## config.mk

```make
export PLATFORM = sky130hd
export DESIGN_NAME = stat_latch_bank
export DESIGN_NICKNAME = d
export VERILOG_FILES = /design/src/rtl/stat_bank_pkg.sv /design/src/rtl/sbk_addr_decode.sv /design/src/rtl/sbk_chan_latch.sv /design/src/rtl/sbk_read_mux.sv /design/src/rtl/stat_latch_bank.sv
export SDC_FILE = /design/constraint.sdc
export NUM_CORES = 1
export LEC_CHECK = 0
export BUFFER_PORTS_ARGS = -buffer_cell sky130_fd_sc_hd__clkbuf_2
export CAP_MARGIN = 20
export CORE_ASPECT_RATIO = 1.75
export CORE_MARGIN = 2
export CORE_UTILIZATION = 50
export DETAILED_ROUTE_END_ITERATION = 10
export PLACE_DENSITY_LB_ADDON = 0.05
export SYNTH_ARGS = -nofsm -noshare
export SYNTH_HDL_FRONTEND = slang
export SYNTH_HIERARCHICAL = 1
export SYNTH_SLANG_ARGS = --single-unit
```

## constraint.sdc

```tcl
create_clock -name clk -period 4.2 [get_ports clk]
set_input_delay 0.84 -clock clk [delete_from_list [all_inputs] [get_ports clk]]
set_output_delay 0.84 -clock clk [all_outputs]
set_load 0.05 [all_outputs]
```

## src/rtl/stat_bank_pkg.sv

```systemverilog
package stat_bank_pkg;

    localparam int ADDR_W = 12;
    localparam int DATA_W = 16;
    localparam int CH_LSB = 8;
    localparam int CH_W   = 4;
    localparam int OFS_W  = 8;

    localparam logic [OFS_W-1:0] OFS_FLAGS = 8'h10;
    localparam logic [OFS_W-1:0] OFS_ISTAT = 8'h14;
    localparam logic [OFS_W-1:0] OFS_MASK  = 8'h18;

    typedef enum logic [1:0] {
        REG_NONE  = 2'd0,
        REG_FLAGS = 2'd1,
        REG_ISTAT = 2'd2,
        REG_MASK  = 2'd3
    } reg_kind_e;

    typedef struct packed {
        logic            hit;
        logic [CH_W-1:0] ch;
        reg_kind_e       kind;
    } bus_dec_t;

    function automatic reg_kind_e kind_of(input logic [OFS_W-1:0] ofs);
        reg_kind_e k;
        case (ofs)
            OFS_FLAGS: k = REG_FLAGS;
            OFS_ISTAT: k = REG_ISTAT;
            OFS_MASK:  k = REG_MASK;
            default:   k = REG_NONE;
        endcase
        return k;
    endfunction

    function automatic logic is_clearing(input reg_kind_e k);
        return (k == REG_FLAGS) || (k == REG_ISTAT);
    endfunction

endpackage

```

## src/rtl/sbk_addr_decode.sv

```systemverilog
module sbk_addr_decode
    import stat_bank_pkg::*;
#(
    parameter int NCH = 8
) (
    input  logic [ADDR_W-1:0] addr,
    output bus_dec_t          dec,
    output logic [NCH-1:0]    ch_sel
);
    logic [CH_W-1:0] ch_idx;
    reg_kind_e       kind;
    logic            ch_ok;

    assign ch_idx = addr[CH_LSB +: CH_W];
    assign kind   = kind_of(addr[OFS_W-1:0]);
    assign ch_ok  = (int'(ch_idx) < NCH);

    always_comb begin
        dec.hit  = ch_ok && (kind != REG_NONE);
        dec.ch   = ch_idx;
        dec.kind = kind;
    end

    for (genvar c = 0; c < NCH; c++) begin : g_sel
        assign ch_sel[c] = dec.hit && (int'(ch_idx) == c);
    end

    always_comb begin
        assert ($onehot0(ch_sel)) else $error("assert_sel_onehot_R1 failed");
    end
endmodule

```

## src/rtl/sbk_chan_latch.sv

```systemverilog
module sbk_chan_latch
    import stat_bank_pkg::*;
#(
    parameter int               NBITS    = 8,
    parameter logic [NBITS-1:0] ANY_EDGE = 8'hAA
) (
    input  logic             clk,
    input  logic             rst,
    input  logic [NBITS-1:0] live,
    input  logic             sel,
    input  logic             rd,
    input  logic             wr,
    input  reg_kind_e        kind,
    input  logic [NBITS-1:0] wdata,
    output logic [NBITS-1:0] flags,
    output logic [NBITS-1:0] mask,
    output logic             irq
);
    logic [NBITS-1:0] prev;
    logic [NBITS-1:0] qual;
    logic             clr;
    logic             mask_we;

    // Tracks live during reset too, so a level held across reset is no edge.
    always_ff @(posedge clk) prev <= live;

    for (genvar b = 0; b < NBITS; b++) begin : g_rule
        if (ANY_EDGE[b]) begin : g_any
            assign qual[b] = live[b] ^ prev[b];
        end else begin : g_rise
            assign qual[b] = live[b] & ~prev[b];
        end
    end

    assign clr     = sel && rd && is_clearing(kind);
    assign mask_we = sel && wr && (kind == REG_MASK);

    always_ff @(posedge clk) begin
        if (rst) begin
            flags <= '0;
        end else begin
            flags <= (flags & ~{NBITS{clr}}) | qual;
        end
    end

    always_ff @(posedge clk) begin
        if (rst) begin
            mask <= '0;
        end else if (mask_we) begin
            mask <= wdata;
        end
    end

    assign irq = |(flags & mask);

    // An edge sets its flag even when a clearing read arrives with it.
    assert_edge_sets_R7: assert property (@(posedge clk) disable iff (rst)
        (qual != '0) |=> ((flags & $past(qual)) == $past(qual)));

    // A clearing read with no edge leaves all flags of the channel low.
    assert_read_clears_R5: assert property (@(posedge clk) disable iff (rst)
        (clr && qual == '0) |=> (flags == '0));

    // Without a clearing read no flag drops.
    assert_sticky_R4: assert property (@(posedge clk) disable iff (rst)
        !clr |=> ((flags & $past(flags)) == $past(flags)));

    // A flag only rises in response to its edge rule.
    assert_no_spurious_R2: assert property (@(posedge clk) disable iff (rst)
        1'b1 |=> ((flags & ~$past(flags) & ~$past(qual)) == '0));

    assert_mask_load_R9: assert property (@(posedge clk) disable iff (rst)
        mask_we |=> (mask == $past(wdata)));
endmodule

```

## src/rtl/sbk_read_mux.sv

```systemverilog
module sbk_read_mux
    import stat_bank_pkg::*;
#(
    parameter int NCH   = 8,
    parameter int NBITS = 8
) (
    input  logic                 clk,
    input  logic                 rst,
    input  logic                 rd,
    input  bus_dec_t             dec,
    input  logic [NCH*NBITS-1:0] flags_all,
    input  logic [NCH*NBITS-1:0] mask_all,
    output logic [DATA_W-1:0]    rdata
);
    localparam int PAD = DATA_W - NBITS;

    logic [NBITS-1:0] flags_ch;
    logic [NBITS-1:0] mask_ch;
    logic [NBITS-1:0] field;

    always_comb begin
        flags_ch = '0;
        mask_ch  = '0;
        for (int c = 0; c < NCH; c++) begin
            if (int'(dec.ch) == c) begin
                flags_ch = flags_all[c*NBITS +: NBITS];
                mask_ch  = mask_all[c*NBITS +: NBITS];
            end
        end
    end

    always_comb begin
        field = '0;
        if (dec.hit) begin
            case (dec.kind)
                REG_FLAGS: field = flags_ch;
                REG_ISTAT: field = flags_ch & mask_ch;
                REG_MASK:  field = mask_ch;
                default:   field = '0;
            endcase
        end
    end

    always_ff @(posedge clk) begin
        if (rst) begin
            rdata <= '0;
        end else if (rd) begin
            rdata <= {{PAD{1'b0}}, field};
        end
    end

    assert_miss_reads_zero_R10: assert property (@(posedge clk) disable iff (rst)
        (rd && !dec.hit) |=> (rdata == '0));

    assert_upper_zero_R5: assert property (@(posedge clk) disable iff (rst)
        $past(rd) |-> (rdata[DATA_W-1:NBITS] == '0));
endmodule

```

## src/rtl/stat_latch_bank.sv

```systemverilog
module stat_latch_bank
    import stat_bank_pkg::*;
#(
    parameter int               NCH      = 8,
    parameter int               NBITS    = 8,
    parameter logic [NBITS-1:0] ANY_EDGE = 8'hAA
) (
    input  logic                      clk,
    input  logic                      rst,
    input  logic [NCH*NBITS-1:0]      live_stat,
    input  logic                      bus_rd,
    input  logic                      bus_wr,
    input  logic [ADDR_W-1:0]         bus_addr,
    input  logic [DATA_W-1:0]         bus_wdata,
    output logic [DATA_W-1:0]         bus_rdata,
    output logic [NCH-1:0]            irq
);
    localparam int TOTAL = NCH * NBITS;

    bus_dec_t         dec;
    logic [NCH-1:0]   ch_sel;
    logic [TOTAL-1:0] flags_all;
    logic [TOTAL-1:0] mask_all;

    sbk_addr_decode #(.NCH(NCH)) u_dec (
        .addr   (bus_addr),
        .dec    (dec),
        .ch_sel (ch_sel)
    );

    for (genvar c = 0; c < NCH; c++) begin : g_ch
        sbk_chan_latch #(.NBITS(NBITS), .ANY_EDGE(ANY_EDGE)) u_lat (
            .clk   (clk),
            .rst   (rst),
            .live  (live_stat[c*NBITS +: NBITS]),
            .sel   (ch_sel[c]),
            .rd    (bus_rd),
            .wr    (bus_wr),
            .kind  (dec.kind),
            .wdata (bus_wdata[NBITS-1:0]),
            .flags (flags_all[c*NBITS +: NBITS]),
            .mask  (mask_all[c*NBITS +: NBITS]),
            .irq   (irq[c])
        );
    end

    sbk_read_mux #(.NCH(NCH), .NBITS(NBITS)) u_rmux (
        .clk       (clk),
        .rst       (rst),
        .rd        (bus_rd),
        .dec       (dec),
        .flags_all (flags_all),
        .mask_all  (mask_all),
        .rdata     (bus_rdata)
    );

    // A clearing read with steady inputs drops that channel's interrupt.
    assert_irq_drops_R6: assert property (@(posedge clk) disable iff (rst)
        (bus_rd && dec.hit && is_clearing(dec.kind) &&
         live_stat == $past(live_stat)) |=> (irq[dec.ch[2:0]] == 1'b0 || $past(dec.ch) >= NCH));
endmodule

```

==> results.md <==
* **Nets** 1084
* **Die X-Extent** 106 um
* **initial standard-cell utilization of the core** 0.508
* **static leakage** 3.92 nW
* **Slew headroom** 0.513
* **placed wire-length estimate after detailed placement** 20600 um
* **H-tree level count** 4
* **GP Congestion** 0.949
* **pin count of the biggest net entering global routing** 77
* **arithmetic-cell share of the synthesized area counting full adders, half adders and majority gates** 0.0110
* **I/O pin count** 120
* **standard cell core area** 18000 um^2
* **maximum buffer depth of the clock tree** 2
* **clock transition at the register clock pins on the worst setup and hold paths after CTS** 70 ps
* **WL per Instance** 22.7 um
* **number of flip-flops and latches in the synthesized netlist** 200
* **worst-path cell chain** clkbuf_2 -> or4b_4 -> nor4_2 -> buf_4 -> o21ai_0 -> a221o_1 -> a2111oi_0 -> or2_2
* **required time of the critical path** 4590 ps
* **worst min path class** reg2reg
* **startpoint type of the worst setup path** input pin
* **die area** 19400 um^2
* **fraction of registers with async set or reset after synthesis** 0
* **max frequency** 0.364 GHz
* **synth-to-layout area growth** 12.4%
* **share of the yosys chip area belonging to registers** 0.438
* **Final WS setup** 1450 ps
* **sink count of the clock tree** 200
* **Crit path largest cell delay** 620 ps
* **total detailed-routing wirelength** 27800 um
* **number of pins exceeding their max-slew limit in the final report** 0
* **combined flip-flop and latch cell area** 4000 um^2
* **Post-Place Worst Slack** 1060 ps
* **antenna violations before repair** 0
* **worst vdd rail ir drop** 0.299 mV
* **cell types with the highest counts after synthesis** sky130_fd_sc_hd__dfxtp_1 (200), sky130_fd_sc_hd__nand2b_1 (141), sky130_fd_sc_hd__mux2i_1 (92)
* **final critical path time including I/O delays and setup** 2750 ps
* **number of maximum-capacitance violations** 0
* **slowest library cell on the worst path** sky130_fd_sc_hd__or4b_4
* **buffering stage count on the worst path with inverters included** 2
* **dominant combinational cell family by area after synthesis** compound AO/OA/AOI/OAI gates
* **largest cells by area after synthesis** sky130_fd_sc_hd__dfxtp_1 (44%), sky130_fd_sc_hd__mux2i_1 (10%), sky130_fd_sc_hd__nand2b_1 (9.7%)
* **number of synthesized flops with an enable pin** 0
* **post-synthesis instance area** 9130 um^2
* **Most used DFF post-synth** sky130_fd_sc_hd__dfxtp_1
* **maximum fanout along the worst path** 18
* **total of fill cells in the finished design** 1612
* **endpoint kind of the worst setup timing path** register
* **Tightest Pin Transition** 731 ps
* **unrepaired setup endpoints after global routing** no
* **complex-gate fraction of the synthesized area** 0.193
* **total of endpoints with negative setup slack in the final report** 0
* **combined area of the multi-input logic cells** 4710 um^2
* **result of the run** finished clean
* **number of buffers added to fix hold violations after cts** 0
* **synthesized area divided by synthesized cell count** 10.2 um^2
* **Placed Instances** 1195
* **largest clock skew in the final design** 9.31 ps
* **area fraction in and, or, nand and nor cells after synthesis** 0.162
* **mux contribution to synthesized area** 0.113
* **Hold Fails Final Rpt** 0
* **vias after detailed routing** 7318
* **fraction of post-synthesis cell area in the top cell type by area** 0.438
* **layout cell share with drive strength beyond 1** 0.174
* **unique cell type count in the Yosys netlist** 58
* **most repeated cell in the gate-level netlist after synthesis** sky130_fd_sc_hd__dfxtp_1
* **Power Dens Cells** 396 nW/um^2
* **count of warnings emitted by yosys** 6
* **Post-CTS Repair Setup Buffers** 0
* **combined global-route utilization of all metal layers** 0.290
* **clock root buffer** sky130_fd_sc_hd__clkbuf_16
* **TritonCTS clock tree** built
* **xor/xnor cell area share of the yosys netlist** 0.0316
* **post-detailed-route DRC marker count** 0
* **period utilization** 0.654
* **post-cts sizing count** 0
* **number of rows created at floorplan** 65
* **final cell count without fillers** 1226
* **clock buffers created by TritonCTS** 17
* **die extent in y** 183 um
* **cell class contributing the biggest share of worst-path delay** simple AND/OR/NAND/NOR gates
* **ANT nets after route** 0
* **startpoint-to-endpoint class of the critical path** in2reg
* **vias in the first global route** 7323
* **antenna diode count** 0
* **R2R Setup Slk** 2430 ps
* **via/cell ratio** 5.97
* **number of design-rule violations left by the first detailed-router iteration** 530
* **wire length of the first global-routing pass** 42000 um
* **total grt overflow** 0
* **number of cells produced by synthesis** 898
* **Port-buffer cells** 103
* **Arr. time, crit path** 3140 ps
* **area leader, netlist** sky130_fd_sc_hd__dfxtp_1
* **setup total negative slack** 0 ps
* **insertion delay to the later sink of the worst-skew pair** 440 ps
* **First-pass DRT Iterations** 5
[report_power, final]
group / internal [mW] / total [mW] / switching, mW / leakage, nW
clock network: 0.845 / 1.56 / 0.715 / 0.268
logic: 0.180 / 0.421 / 0.240 / 2.00
registers: 1.99 / 2.08 / 0.0886 / 1.66
[cell type report]
class | count | area share
Multi-Input combinational cell | 634 | 0.459
Tap cell | 234 | 0.0285
Timing Repair Buffer | 119 | 0.0658
Inverter | 8 | 0.00293
Sequential cell | 200 | 0.390
Clock buffer | 20 | 0.0445
Clock inverter | 11 | 0.00963
[through the flow]
stage                      util  hold WS [ps]  instance area [um^2]  total power [mW]
after CTS                 0.571           491                 10300              4.10
after floorplan               -           447                  9160              2.36
after global routing      0.571           498                 10300              4.21
final                     0.571           489                 10300              4.06
after global placement    0.540           473                  9710              2.53
after detailed placement  0.540           477                  9710              2.54
[cell families after synthesis]
logic type | Yosys count
buf+inv | 71
simple gates | 259
xor+xnor | 33
mux | 101
other cells | 1
fa+ha+maj | 8
compound gates | 225
flops | 200
[sequential cells by signal, summed over array words and instances, names as in the netlist]
name / flops
g_ch.u_lat/prev: 64
g_ch.u_lat/mask: 64
u_rmux/rdata: 8
g_ch.u_lat/flags: 64
[worst register-to-register path: cells and delay by family, from the launching register on]
family | cells | cell delay [ps]
flip-flops | 1 | 420
AO/OA/AOI/OAI | 5 | 1160
multiplexers | 1 | 110
[path summary, 6_finish.rpt]
check | from | endpoint | cells past startpoint
worst min register to register | g_ch[0].u_lat/flags[1] | g_ch[0].u_lat/flags[1] | 1
worst max-delay path | bus_addr[1] | u_rmux/rdata[6] | 8
worst min-delay path | g_ch[0].u_lat/flags[1] | g_ch[0].u_lat/flags[1] | 1
worst max register to register | g_ch[2].u_lat/flags[5] | u_rmux/rdata[5] | 6
[cell usage in the layout (no fill, tap or decap), types with 6 or more instances in the layout]
cell	n
sky130_fd_sc_hd__xnor2_1	33
sky130_fd_sc_hd__ha_1	8
sky130_fd_sc_hd__inv_1	7
sky130_fd_sc_hd__o22ai_1	19
sky130_fd_sc_hd__a31oi_4	8
sky130_fd_sc_hd__nand2b_1	141
sky130_fd_sc_hd__dfxtp_1	200
sky130_fd_sc_hd__a21oi_1	29
sky130_fd_sc_hd__a211oi_1	8
sky130_fd_sc_hd__nor2_1	45
sky130_fd_sc_hd__nor3_1	6
sky130_fd_sc_hd__nor4_1	8
sky130_fd_sc_hd__nand4_1	10
sky130_fd_sc_hd__o211ai_1	10
sky130_fd_sc_hd__mux2_2	8
sky130_fd_sc_hd__o2bb2ai_1	36
sky130_fd_sc_hd__o21ai_0	22
sky130_fd_sc_hd__nand2_1	20
sky130_fd_sc_hd__clkbuf_16	17
sky130_fd_sc_hd__a22o_1	32
sky130_fd_sc_hd__conb_1	8
sky130_fd_sc_hd__mux2i_1	92
sky130_fd_sc_hd__buf_4	14
sky130_fd_sc_hd__clkbuf_2	102
sky130_fd_sc_hd__and3_1	8
sky130_fd_sc_hd__a22oi_1	33
[layer usage]
layer  wire [um]  track usage
met1       10300        0.319
met2       14300        0.506
met3        1230       0.0448
met4        1950        0.199
met5           0            0
No activity file was read; power rests on OpenSTA's default activity.
